### src/rtl/gpio_bank_pkg.sv
package gpio_bank_pkg;

  localparam int REG_W  = 16;
  localparam int ADDR_W = 5;

  typedef enum logic [2:0] {
    SEL_NONE,
    SEL_DIR_LO,
    SEL_DIR_HI,
    SEL_DAT_LO,
    SEL_DAT_HI,
    SEL_OEN,
    SEL_MID,
    SEL_TOP
  } reg_sel_e;

  function automatic reg_sel_e decode_offset(input logic [ADDR_W-1:0] a);
    reg_sel_e s;
    case (a)
      5'h00:   s = SEL_DIR_LO;
      5'h02:   s = SEL_DIR_HI;
      5'h04:   s = SEL_DAT_LO;
      5'h06:   s = SEL_DAT_HI;
      5'h18:   s = SEL_OEN;
      5'h1C:   s = SEL_MID;
      5'h1E:   s = SEL_TOP;
      default: s = SEL_NONE;
    endcase
    return s;
  endfunction

  function automatic logic [REG_W-1:0] low_mask(input int n);
    logic [REG_W-1:0] m;
    for (int i = 0; i < REG_W; i++) m[i] = (i < n);
    return m;
  endfunction

endpackage

### src/rtl/gpio_in_sync.sv
module gpio_in_sync #(
  parameter int W      = 32,
  parameter int STAGES = 2
) (
  input  logic         clk,
  input  logic         rst,
  input  logic [W-1:0] d,
  output logic [W-1:0] q
);
  logic [W-1:0] stg [STAGES];

  always_ff @(posedge clk) begin
    if (rst) begin
      for (int s = 0; s < STAGES; s++) stg[s] <= '0;
    end else begin
      stg[0] <= d;
      for (int s = 1; s < STAGES; s++) stg[s] <= stg[s-1];
    end
  end

  assign q = stg[STAGES-1];
endmodule

### src/rtl/gpio_reg16.sv
module gpio_reg16
  import gpio_bank_pkg::*;
#(
  parameter logic [REG_W-1:0] KEEP = '1
) (
  input  logic             clk,
  input  logic             rst,
  input  logic             we,
  input  logic [REG_W-1:0] wd,
  output logic [REG_W-1:0] q
);
  always_ff @(posedge clk) begin
    if (rst)     q <= '0;
    else if (we) q <= wd & KEEP;
  end

  p_masked_store_r10: assert property (@(posedge clk) disable iff (rst)
    we |=> (q == ($past(wd) & KEEP)));
endmodule

### src/rtl/gpio_read_port.sv
module gpio_read_port
  import gpio_bank_pkg::*;
(
  input  logic             clk,
  input  logic             rst,
  input  logic             rd,
  input  reg_sel_e         sel,
  input  logic [REG_W-1:0] dir_lo,
  input  logic [REG_W-1:0] dir_hi,
  input  logic [REG_W-1:0] lvl_lo,
  input  logic [REG_W-1:0] lvl_hi,
  input  logic [REG_W-1:0] oen,
  input  logic [REG_W-1:0] mid,
  input  logic [REG_W-1:0] top,
  output logic [REG_W-1:0] rdata
);
  logic [REG_W-1:0] pick;

  always_comb begin
    case (sel)
      SEL_DIR_LO: pick = dir_lo;
      SEL_DIR_HI: pick = dir_hi;
      SEL_DAT_LO: pick = lvl_lo;
      SEL_DAT_HI: pick = lvl_hi;
      SEL_OEN:    pick = oen;
      SEL_MID:    pick = mid;
      SEL_TOP:    pick = top;
      default:    pick = '0;
    endcase
  end

  always_ff @(posedge clk) begin
    if (rst)     rdata <= '0;
    else if (rd) rdata <= pick;
  end

  p_rdata_hold_r8: assert property (@(posedge clk) disable iff (rst)
    !rd |=> $stable(rdata));
  p_unmapped_zero_r8: assert property (@(posedge clk) disable iff (rst)
    (rd && sel == SEL_NONE) |=> (rdata == '0));
endmodule

### src/rtl/gpio_bank_port.sv
module gpio_bank_port
  import gpio_bank_pkg::*;
#(
  parameter int PIN_COUNT   = 50,
  parameter bit PACKED_EN   = 1'b0,
  parameter int SYNC_STAGES = 2
) (
  input  logic                 clk,
  input  logic                 rst,
  input  logic                 reg_wr,
  input  logic                 reg_rd,
  input  logic [4:0]           reg_addr,
  input  logic [15:0]          reg_wdata,
  output logic [15:0]          reg_rdata,
  input  logic [31:0]          pin_in,
  output logic [PIN_COUNT-1:0] pin_out,
  output logic [PIN_COUNT-1:0] pin_oe
);
  localparam int UPPER_N = PIN_COUNT - 32;
  localparam int MID_N   = (UPPER_N > 16) ? 16 : UPPER_N;
  localparam int TOP_N   = (PIN_COUNT > 48) ? PIN_COUNT - 48 : 0;
  localparam logic [REG_W-1:0] MID_KEEP = low_mask(MID_N);
  localparam logic [REG_W-1:0] OEN_KEEP = PACKED_EN ? '0 : MID_KEEP;
  localparam logic [REG_W-1:0] TOP_KEEP = low_mask(TOP_N) | (low_mask(TOP_N) << 8);

  reg_sel_e         sel;
  logic [REG_W-1:0] dir_lo_q, dir_hi_q, dat_lo_q, dat_hi_q;
  logic [REG_W-1:0] oen_q, mid_q, top_q;
  logic [31:0]      lvl;

  assign sel = decode_offset(reg_addr);

  gpio_reg16 #(.KEEP('1)) u_dir_lo (.clk(clk), .rst(rst),
    .we(reg_wr && sel == SEL_DIR_LO), .wd(reg_wdata), .q(dir_lo_q));
  gpio_reg16 #(.KEEP('1)) u_dir_hi (.clk(clk), .rst(rst),
    .we(reg_wr && sel == SEL_DIR_HI), .wd(reg_wdata), .q(dir_hi_q));
  gpio_reg16 #(.KEEP('1)) u_dat_lo (.clk(clk), .rst(rst),
    .we(reg_wr && sel == SEL_DAT_LO), .wd(reg_wdata), .q(dat_lo_q));
  gpio_reg16 #(.KEEP('1)) u_dat_hi (.clk(clk), .rst(rst),
    .we(reg_wr && sel == SEL_DAT_HI), .wd(reg_wdata), .q(dat_hi_q));
  gpio_reg16 #(.KEEP(OEN_KEEP)) u_oen (.clk(clk), .rst(rst),
    .we(reg_wr && sel == SEL_OEN), .wd(reg_wdata), .q(oen_q));
  gpio_reg16 #(.KEEP(MID_KEEP)) u_mid (.clk(clk), .rst(rst),
    .we(reg_wr && sel == SEL_MID), .wd(reg_wdata), .q(mid_q));
  gpio_reg16 #(.KEEP(TOP_KEEP)) u_top (.clk(clk), .rst(rst),
    .we(reg_wr && sel == SEL_TOP), .wd(reg_wdata), .q(top_q));

  gpio_in_sync #(.W(32), .STAGES(SYNC_STAGES)) u_sync (
    .clk(clk), .rst(rst), .d(pin_in), .q(lvl));

  gpio_read_port u_rd (
    .clk(clk), .rst(rst), .rd(reg_rd), .sel(sel),
    .dir_lo(dir_lo_q), .dir_hi(dir_hi_q),
    .lvl_lo(lvl[15:0]), .lvl_hi(lvl[31:16]),
    .oen(oen_q), .mid(mid_q), .top(top_q), .rdata(reg_rdata));

  // bidirectional bank
  assign pin_out[15:0]  = dat_lo_q;
  assign pin_out[31:16] = dat_hi_q;
  assign pin_oe[15:0]   = dir_lo_q;
  assign pin_oe[31:16]  = dir_hi_q;

  // output-only pins 32..47
  assign pin_out[32 +: MID_N] = mid_q[MID_N-1:0];
  generate
    if (PACKED_EN) begin : g_fixed_en
      assign pin_oe[32 +: MID_N] = '1;
    end else begin : g_reg_en
      assign pin_oe[32 +: MID_N] = oen_q[MID_N-1:0];
    end
    if (TOP_N > 0) begin : g_top
      assign pin_out[48 +: TOP_N] = top_q[TOP_N-1:0];
      assign pin_oe[48 +: TOP_N]  = top_q[8 +: TOP_N];
      p_top_en_r6: assert property (@(posedge clk) disable iff (rst)
        (reg_wr && reg_addr == 5'h1E) |=> (pin_oe[48] == $past(reg_wdata[8])));
    end
  endgenerate

  p_dir_write_r2: assert property (@(posedge clk) disable iff (rst)
    (reg_wr && reg_addr == 5'h00) |=> (pin_oe[15:0] == $past(reg_wdata)));
  p_data_write_r3: assert property (@(posedge clk) disable iff (rst)
    (reg_wr && reg_addr == 5'h06) |=> (pin_out[31:16] == $past(reg_wdata)));
  p_same_cycle_r9: assert property (@(posedge clk) disable iff (rst)
    (reg_wr && reg_rd && reg_addr == 5'h02) |=> (reg_rdata == $past(pin_oe[31:16])));
endmodule

### config.mk
export PLATFORM = sky130hd
export DESIGN_NAME = gpio_bank_port
export DESIGN_NICKNAME = d
export VERILOG_FILES = /design/src/rtl/gpio_bank_pkg.sv /design/src/rtl/gpio_in_sync.sv /design/src/rtl/gpio_reg16.sv /design/src/rtl/gpio_read_port.sv /design/src/rtl/gpio_bank_port.sv
export SDC_FILE = /design/constraint.sdc
export NUM_CORES = 1
export LEC_CHECK = 0
export ABC_AREA = 1
export CAP_MARGIN = 30
export CORE_ASPECT_RATIO = 1.1
export CORE_MARGIN = 2
export CORE_UTILIZATION = 35
export CTS_BUF_LIST = sky130_fd_sc_hd__clkbuf_8
export CTS_CLUSTER_DIAMETER = 200
export CTS_CLUSTER_SIZE = 10
export DETAILED_ROUTE_END_ITERATION = 7
export DONT_BUFFER_PORTS = 1
export PLACE_DENSITY = 0.49
export SYNTH_ARGS = -nofsm -noshare
export SYNTH_HDL_FRONTEND = slang
export SYNTH_SLANG_ARGS = --single-unit
### constraint.sdc
create_clock -name clk -period 1.3 [get_ports clk]
set_input_delay 0.065 -clock clk [delete_from_list [all_inputs] [get_ports clk]]
set_output_delay 0.065 -clock clk [all_outputs]
set_load 0.005 [all_outputs]
==> impl_metrics.toml, run 1 <==
[outcome]
outcome = "complete, but fails checks"
violations = "hold timing, setup timing"

[timing]
min_period_over_period_pct = 101
worst_slack_ps = -15.0
fin_hold_ws_ps = -4.74
tightest_slew_ps = 695
setup_viol_count_final = 2
fin_skew_ps = 15.7
min_period_ps = 1310
drv_slew = 0
fmax_ghz = 0.760
rsz0062_at_grt = "no"
final_hold_viol_count = 2
setup-tns-final_ps = -17.4
relSlewSlack_pct = 53.5

[die]
die-area_um2 = 22100
die_h_um = 156
io_pins = 173
row_count = 55
core_um2 = 20600
floorplan.initialDensity_pct = 35.6
fp.dieW_um = 142

[grt]
grt_pass1_wl_um = 37600
grt_use_total_pct = 22.9
antenna_found_initial = 0
grt_pass1_vias = 6212
grt_overflow = 0
grt_max_degree = 122

[job]
drv_cap = 0

[min_path]
worstHoldStart = "reg_wr"
hp-class = "input pin to flip-flop"

[cts]
insertion_delay_ps = 470
htreeDepth = 4
numCtsBuffers = 17
cts_buffer_depth = 2
root_buffer = "clkbuf_8"
clock_sinks = 180
postCtsSetupRepairBufs = 0
path_clk_slew_ps = 90
cts_tree = "yes"

[layout]
register_area_um2 = 3650
layout.nets = 1151
multi_input_area_um2 = 2980
drive_gt1_share_pct = 14.7
n_fill_cell = 2060
area_delta_synth_final_pct = 34.8
n_antenna_cell = 0

[pwr]
ir_worst_vdd_mv = 0.593
p_leak_nw = 4.10
power_density_nw_per_um2 = 1060

[detailed_routing]
avgRoutedWirePerCell_um = 18.9
vias_per_cell = 4.96
postRouteAntennaNets = 0
num_vias = 6760
drc_errors = 0
wirelength_um = 25700
drt_iter0_drc = 467
dr.pass1.iters = 5

[critical_path]
critPathLaunchType = "input pin"
critPathCaptureType = "flip-flop"
rr_worst_depth = 4
rrSetupSlack_ps = 30
crit_path_start = "rst"
crit_fanout = 117
arrival_ps = 1670
r2r_end = "u_oen.q[5]$_SDFFE_PP0P_"
crit_type = "input pin to flip-flop"
endpoint = "u_sync.stg[0][46]$_SDFF_PP0_"
r2r-start = "u_oen.q[5]$_SDFFE_PP0P_"
critPathRequiredTime_ps = 1660

[yosys]
syn-num-nets = 995
synth_edf_count = 0
synth_seq_cells = 180
yosysTopAreaCell = "dfxtp_1"
synthAdderAreaFrac_pct = 0
synth_compound_area_share_pct = 12.3
netlist_top_cells_area = "dfxtp_1, nor2_1, nand2_1"
avgSynthCellArea_um2 = 7.82
synth_flop_cell = "dfxtp_1"
syn_area_um2 = 7330
ys_top_cells_by_count = "dfxtp_1, nor2_1, nand2_1"
yosys.cell_types.count = 19
synthSimpleGateAreaFrac_pct = 27.8
synth_xor_area_share_pct = 0
synth_mux_area_share_pct = 0
synth_cells = 938
yosysSeqAreaShare_pct = 49.1
yosys_warnings = 0
synth_top_family_by_area = "simple AND/OR/NAND/NOR gates"
async_flop_share_pct = 0
yosys.area.top_type_share_pct = 49.1
synth_most_common_cell = "dfxtp_1"

[place]
post-dp-hpwl_um = 15900
dp_slack_ps = 55.5
port_buffers = 0
gp_congestion = 0.884
-- state kept, by name, indices dropped and copies added, names as in the netlist --
register,count
u_dat_hi.q,16
u_dat_lo.q,16
u_dir_hi.q,16
u_dir_lo.q,16
u_mid.q,16
u_oen.q,16
u_rd.rdata,16
u_sync.stg,64
u_top.q,4
-- power breakdown --
group	switching [mW]	internal, mW
sequential	0.0601	5.64
combinational	0.362	0.347
clock	2.30	1.80
total	2.73	7.78
-- placed cells by master, fill, tap and decap left out, drive strengths merged --
| cell type | Yosys | final |
|---|---|---|
| clkinv | 0 | 4 |
| nor2 | 176 | 176 |
| nand3 | 37 | 37 |
| a21oi | 73 | 73 |
| a211oi | 43 | 43 |
| dlygate4sd3 | 0 | 180 |
| dfxtp | 180 | 180 |
| inv | 119 | 127 |
| bufinv | 0 | 2 |
| nand2 | 167 | 167 |
| nand4 | 78 | 78 |
| buf | 39 | 21 |
| clkinvlp | 0 | 1 |
| clkbuf | 26 | 18 |
-- through the flow --
stage	total power, mW	utilization, %	instances	area [um^2]	hold WS, ps
floorplan	6.20	-	938	7330	172
global placement	6.20	36.7	1149	7540	153
global route	10.9	48.1	1363	9890	-3.17
finish	10.5	48.1	1363	9890	-4.74
detailed placement	6.21	36.7	1149	7540	158
CTS	10.6	47.4	1358	9750	15.0
-- worst min path at each step --
stage	to	slack, ps	depth (start not counted)
global placement	u_rd.rdata[13]$_SDFFE_PP0P_	150	1
floorplan	u_sync.stg[0][0]$_SDFF_PP0_	170	2
CTS	u_rd.rdata[8]$_SDFFE_PP0P_	20	6
global route	u_dir_hi.q[15]$_SDFFE_PP0P_	-3	3
detailed placement	u_rd.rdata[13]$_SDFFE_PP0P_	160	1
finish	u_dir_hi.q[15]$_SDFFE_PP0P_	-5	3
-- worst max-delay path, stage by stage --
cell and delay, ps:
dlygate4sd3_1 670, clkbuf_16 270, nor2_1 70, dlygate4sd3_1 550
-- cell families after synthesis --
family | Yosys count
and+or+nand+nor | 458
buffers and inverters | 184
DFF | 180
AOI/OAI and AO/OA | 116
-- routing by layer --
layer	track usage (%)	up-vias	wire (um)
li1	-	3336	-
met1	28.3	3118	10600
met2	36.4	257	11800
met3	7.86	49	2310
met4	9.29	0	994
met5	0	-	0
-- layout make-up --
| cell class | count | share of cell area, % |
|---|---|---|
| flip-flops and latches | 180 | 36.9 |
| multi-input cells | 574 | 30.1 |
| repair buffers | 202 | 20.9 |
| inverters | 119 | 4.57 |
| well taps | 256 | 3.24 |
| clock buffers | 17 | 2.37 |
| clock inverters | 15 | 1.86 |
-- timing repair --
| action | in CTS | in global routing |
|---|---|---|
| resized for setup | 0 | 51 |
| endpoints found under the setup margin | 0 | 63 |
| hold buffers | 177 | 9 |
| hold endpoints to repair | 180 | 6 |
Power figures use the tool's default switching activity.
==> inputs of run 2 (changes only) <==
- ABC_AREA: 1 -> 0
==> run 2 against run 1 <==
Compared with the run above: flip-flop and latch count is the same; core utilization shrank 1.6 points; via count shrank 17%; fmax grew 1.1%; clock skew shrank 6.3 ps; the run still ends with hold timing, setup timing left; count of clock-buffer cells in the layout grew 2; clock power shrank 7.1%; cell area shrank 11%; non-clock buffer count shrank 56; synthesized cell count shrank 22%; combinational power shrank 37%.
==> impl_metrics.toml, run 2 <==
[layout]
top_register = "u_sync.stg"
n_antenna_cell = 0
final_cell_mix = "dfxtp_1, nand2_1, dlygate4sd3_1"
final_cells = 1097
finish.utilization_pct = 46.5
final_cell_area_um2 = 8780
largest_reg_flops = 64
drive_gt1_share_pct = 17.4
layout_commonest_cell = "dfxtp_1"
area_delta_synth_final_pct = 31.3
layout.nets = 895

[cts]
root_buffer = "clkbuf_8"
postCtsSetupRepairBufs = 0
ctsHoldBuffers = 97
cts_tree = "yes"
cts_buffer_depth = 2
clock_sinks = 180
numCtsBuffers = 17
insertion_delay_ps = 450
path_clk_slew_ps = 100
htreeDepth = 4

[critical_path]
crit_fanout = 18
rr_worst_depth = 4
r2r_end = "u_top.q[8]$_SDFFE_PP0P_"
crit_type = "input pin to flip-flop"
r2r-start = "u_top.q[8]$_SDFFE_PP0P_"
critPathCaptureType = "flip-flop"
critPathRequiredTime_ps = 1700
crit_chain = "nand4bb_4, buf_12, nor3b_4, buf_12, nand2_1, a21oi_1, dlygate4sd3_1"
critPathLaunchType = "input pin"
arrival_ps = 1700
rrSetupSlack_ps = -0.9
max_stage_delay_ps = 560
slowest_stage = "dlygate4sd3_1"
cp_common_cell = "buf_12"

[yosys]
yosysTopAreaCell = "dfxtp_1"
synthAdderAreaFrac_pct = 0
yosys.area.top_type_share_pct = 53.9
synthSimpleGateAreaFrac_pct = 20.9
yosysSeqAreaShare_pct = 53.9
yosys_warnings = 0
synth_cells = 729
netlist_top_cells_area = "dfxtp_1, nand2_1, mux2i_1"
synth_most_common_cell = "dfxtp_1"
synth_flop_cell = "dfxtp_1"
synth_top_family_by_area = "simple AND/OR/NAND/NOR gates"
synth_seq_cells = 180
synth_edf_count = 0
avgSynthCellArea_um2 = 9.18
syn-num-nets = 786
synth_xor_area_share_pct = 0
async_flop_share_pct = 0
synth_mux_area_share_pct = 7.48
synth_compound_area_share_pct = 13.7
ys_top_cells_by_count = "dfxtp_1, nand2_1, a21oi_1"
yosys.cell_types.count = 38
syn_area_um2 = 6690

[timing]
fin_skew_ps = 9.42
fin_hold_ws_ps = -309
setup-tns-final_ps = -0.866
drv_slew = 0
final_hold_viol_count = 90
min_period_over_period_pct = 100
min_period_ps = 1300
worst_slack_ps = -0.866
relSlewSlack_pct = 58.2
tightest_slew_ps = 619
setup_viol_count_final = 1
fmax_ghz = 0.769

[place]
dp.cells = 975
gp_congestion = 0.902
post-dp-hpwl_um = 14000
dp_slack_ps = -229
port_buffers = 0
placed_area_um2 = 7420

[die]
fp.dieW_um = 136
die-area_um2 = 20200
die_h_um = 149
floorplan.initialDensity_pct = 35.4
core_um2 = 18900
row_count = 53
io_pins = 173

[pwr]
p_leak_nw = 3.37
power_density_nw_per_um2 = 1130
pwr-share-clk_pct = 38.4
power.total_mw = 9.93
combPwrFrac_pct = 4.5
ir_worst_vdd_mv = 0.563
pwr-share-seq_pct = 57.1
swShare_pct = 22.3
p_sw_mw = 2.22
internal_power_mw = 7.71

[grt]
grt_pass1_vias = 5490
grt_max_degree = 181
grt_pass1_wl_um = 31100
antenna_found_initial = 0
grt_use_total_pct = 20.2
grt_overflow = 0

[detailed_routing]
postRouteAntennaNets = 0
drc_errors = 0
wirelength_um = 20700
num_vias = 5644
vias_per_cell = 5.14
wl_met3_um = 1730
dr.max_layer_used = "met4"
dr.pass1.iters = 4
drt-met1-wl_um = 8900
avgRoutedWirePerCell_um = 18.9
drt_iter0_drc = 384
wl_met2_um = 9740

[outcome]
outcome = "complete, but fails checks"
violations = "hold timing, setup timing"

[job]
drv_cap = 0

[min_path]
worstHoldStart = "rst"
worstHoldEndpoint = "u_dir_hi.q[3]$_SDFFE_PP0P_"
hold-path-cell-count = 1
hp-class = "input pin to flip-flop"
## run 2: cell families after synthesis
kind of cell / count (synthesis)
AND/OR/NAND/NOR: 287
flip-flops: 180
AO/OA/AOI/OAI: 154
buffers and inverters: 58
multiplexers: 50
## run 2: cell type report
cell class              instances  area [um^2]
clock buffers                  19          262
clock inverters                12          130
multi-input cells             491         3010
inverters                       2         7.51
fillers                      1868        10100
repair buffers                146         1440
flip-flops and latches        180         3630
well taps                     247          309
## run 2: power by group through the flow
stage / combinational, mW / clock (mW) / sequential, mW
final: 0.444 / 3.81 / 5.67
after global routing: 0.484 / 4.13 / 5.68
after CTS: 0.440 / 3.94 / 5.67
after detailed placement: 0.307 / 0 / 5.80
after global placement: 0.303 / 0 / 5.80
after floorplan: 0.362 / 0 / 5.78
## run 2: repair_timing
| action | in CTS | in global routing |
|---|---|---|
| hold endpoints to repair | 180 | 90 |
| resized for setup | 0 | 22 |
| setup endpoints to repair | 0 | 21 |
## run 2: per-layer routing
| layer | vias up | global-route usage [%] |
|---|---|---|
| li1 | 2720 | - |
| met1 | 2710 | 25.3 |
| met2 | 189 | 33.2 |
| met3 | 25 | 5.84 |
| met4 | 0 | 6.82 |
| met5 | - | 0 |
## run 2: worst max-delay path: cells and delay by family
kind | cells | cell delay, ps
AO/OA/AOI/OAI | 1 | 150
buffers and inverters | 3 | 940
AND/OR/NAND/NOR | 3 | 530
## run 2: worst max path at each step
stage	from	to	slack, ps	depth (start not counted)
global placement	reg_addr[3]	u_dat_lo.q[12]$_SDFFE_PP0P_	-240	5
finish	reg_addr[0]	u_oen.q[1]$_SDFFE_PP0P_	-0.9	7
CTS	u_top.q[8]$_SDFFE_PP0P_	u_top.q[8]$_SDFFE_PP0P_	20	4
global route	reg_addr[0]	u_oen.q[2]$_SDFFE_PP0P_	-10	7
detailed placement	reg_addr[3]	u_dat_lo.q[2]$_SDFFE_PP0P_	-230	5
floorplan	reg_addr[2]	u_dat_lo.q[10]$_SDFFE_PP0P_	-290	7
==> inputs of run 3 (changes only) <==
- CORE_MARGIN: 2 -> default
- MAX_ROUTING_LAYER: default -> met4
==> run 3 against run 2 <==
Compared with the run above: register-to-register slack better by 30 ps; global-route usage up 2.3 points; the flow finishes with violations (hold timing); non-clock buffer count increased by 11; clock power about the same; largest power group unchanged.
==> impl_metrics.toml, run 3 (synthesized netlist as in run 2, its figures left out) <==
[pwr]
pwr-share-seq_pct = 57.1
ir_worst_vdd_mv = 0.637
pwr-share-clk_pct = 38.2
internal_power_mw = 7.54
swShare_pct = 23.9
power.total_mw = 9.92
combPwrFrac_pct = 4.6
p_leak_nw = 3.49
p_sw_mw = 2.37
power_density_nw_per_um2 = 1110

[cts]
htreeDepth = 4
cts_tree = "yes"
path_clk_slew_ps = 100
insertion_delay_ps = 470
root_buffer = "clkbuf_8"
clock_sinks = 180
numCtsBuffers = 17
ctsHoldBuffers = 98
cts_buffer_depth = 2

[min_path]
worstHoldEndpoint = "u_dir_hi.q[9]$_SDFFE_PP0P_"
worstHoldStart = "rst"
hp-class = "input pin to flip-flop"
hold-path-cell-count = 1

[timing]
min_period_ps = 1270
tightest_slew_ps = 375
drv_slew = 0
fin_hold_ws_ps = -325
fin_skew_ps = 15.0
relSlewSlack_pct = 74.3
setup_viol_count_final = 0
min_period_over_period_pct = 98.0
final_hold_viol_count = 103
fmax_ghz = 0.785
setup-tns-final_ps = 0

[layout]
n_fill_cell = 1791
n_antenna_cell = 0
finish.utilization_pct = 48.0
drive_gt1_share_pct = 21.0
layout.nets = 906
largest_reg_flops = 64
area_delta_synth_final_pct = 33.1
final_cell_mix = "dfxtp_1, nand2_1, a21oi_1"
multi_input_area_um2 = 3060
register_area_um2 = 3630
final_cell_area_um2 = 8900
layout_commonest_cell = "dfxtp_1"
top_register = "u_sync.stg"

[detailed_routing]
avgRoutedWirePerCell_um = 19.3
num_vias = 5706
vias_per_cell = 5.16
drc_errors = 0
drt_iter0_drc = 275
postRouteAntennaNets = 0
dr.pass1.iters = 5
wirelength_um = 21300

[critical_path]
max_stage_delay_ps = 560
crit_fanout = 2
crit_type = "flip-flop to flip-flop"
r2r_end = "u_mid.q[14]$_SDFFE_PP0P_"
critPathRequiredTime_ps = 1660
r2r-start = "u_mid.q[14]$_SDFFE_PP0P_"
slowest_stage = "dlygate4sd3_1"
rrSetupSlack_ps = 30
critPathCaptureType = "flip-flop"
rr_worst_depth = 4
critPathLaunchType = "flip-flop"
arrival_ps = 1630
crit_chain = "buf_4, o21ai_2, a21oi_1, dlygate4sd3_1"

[grt]
antenna_found_initial = 0
grt_max_degree = 181
grt_pass1_wl_um = 32400
grt_use_total_pct = 22.5
grt_pass1_vias = 5579
grt_overflow = 0

[die]
die_h_um = 147
core_um2 = 18500
io_pins = 173
row_count = 52
die-area_um2 = 19700
fp.dieW_um = 134
floorplan.initialDensity_pct = 36.1

[place]
placed_area_um2 = 7460
port_buffers = 0
gp_congestion = 0.792
post-dp-hpwl_um = 14200

[job]
drv_cap = 0

[outcome]
violations = "hold timing"
outcome = "complete, but fails checks"
## run 3: cell type report
cell class              instances  area share (%)
clock buffers                  18            2.78
flip-flops and latches        180            40.7
well taps                     243            3.41
inverters                       2          0.0843
multi-input cells             491            34.4
clock inverters                14            1.59
repair buffers                157            17.0
## run 3: worst max-delay path: cells and delay by family, from the launching register on
family	cells	cell delay (ps)
compound gates	2	120
buf+inv	2	710
flops	1	340
## run 3: power by group through the flow
| stage | combinational [mW] | sequential, mW | clock (mW) |
|---|---|---|---|
| global route | 0.502 | 5.68 | 4.14 |
| global placement | 0.306 | 5.80 | 0 |
| finish | 0.461 | 5.67 | 3.79 |
| detailed placement | 0.309 | 5.80 | 0 |
| CTS | 0.443 | 5.67 | 3.94 |
| floorplan | 0.362 | 5.78 | 0 |
## run 3: layer usage
metal / part of all wire (%) / up-vias / global-route usage (%)
met5: 0 / - / -
met1: 42 / 2736 / 27.5
li1: - / 2746 / -
met4: 1.5 / 0 / 6.99
met2: 47 / 197 / 35.4
met3: 8.8 / 27 / 6.76
## run 3: stage by stage
stage	worst slack (ps)	cells
floorplan	-293	729
global placement	-243	981
detailed placement	-243	981
CTS	19.6	1111
global route	-14.5	1105
finish	25.5	1105
## run 3: worst max-delay path by stage
stage          slack [ps]  cells past startpoint                          end                startpoint
2_1_floorplan        -290                      7  u_dat_lo.q[10]$_SDFFE_PP0P_               reg_addr[2]
6_report               30                      4     u_mid.q[14]$_SDFFE_PP0P_  u_mid.q[14]$_SDFFE_PP0P_
3_5_place_dp         -240                      5   u_dat_lo.q[7]$_SDFFE_PP0P_               reg_addr[3]
5_1_grt               -10                      4      u_mid.q[8]$_SDFFE_PP0P_   u_mid.q[8]$_SDFFE_PP0P_
4_1_cts                20                      4     u_mid.q[13]$_SDFFE_PP0P_  u_mid.q[13]$_SDFFE_PP0P_
3_3_place_gp         -240                      5  u_dat_lo.q[13]$_SDFFE_PP0P_               reg_addr[3]
## run 3: timing repair
| action | CTS | global route |
|---|---|---|
| setup endpoints to repair | 0 | 35 |
| buffers inserted | 0 | 7 |
| endpoints found under the hold margin | 180 | 103 |
| resized for setup | 0 | 48 |
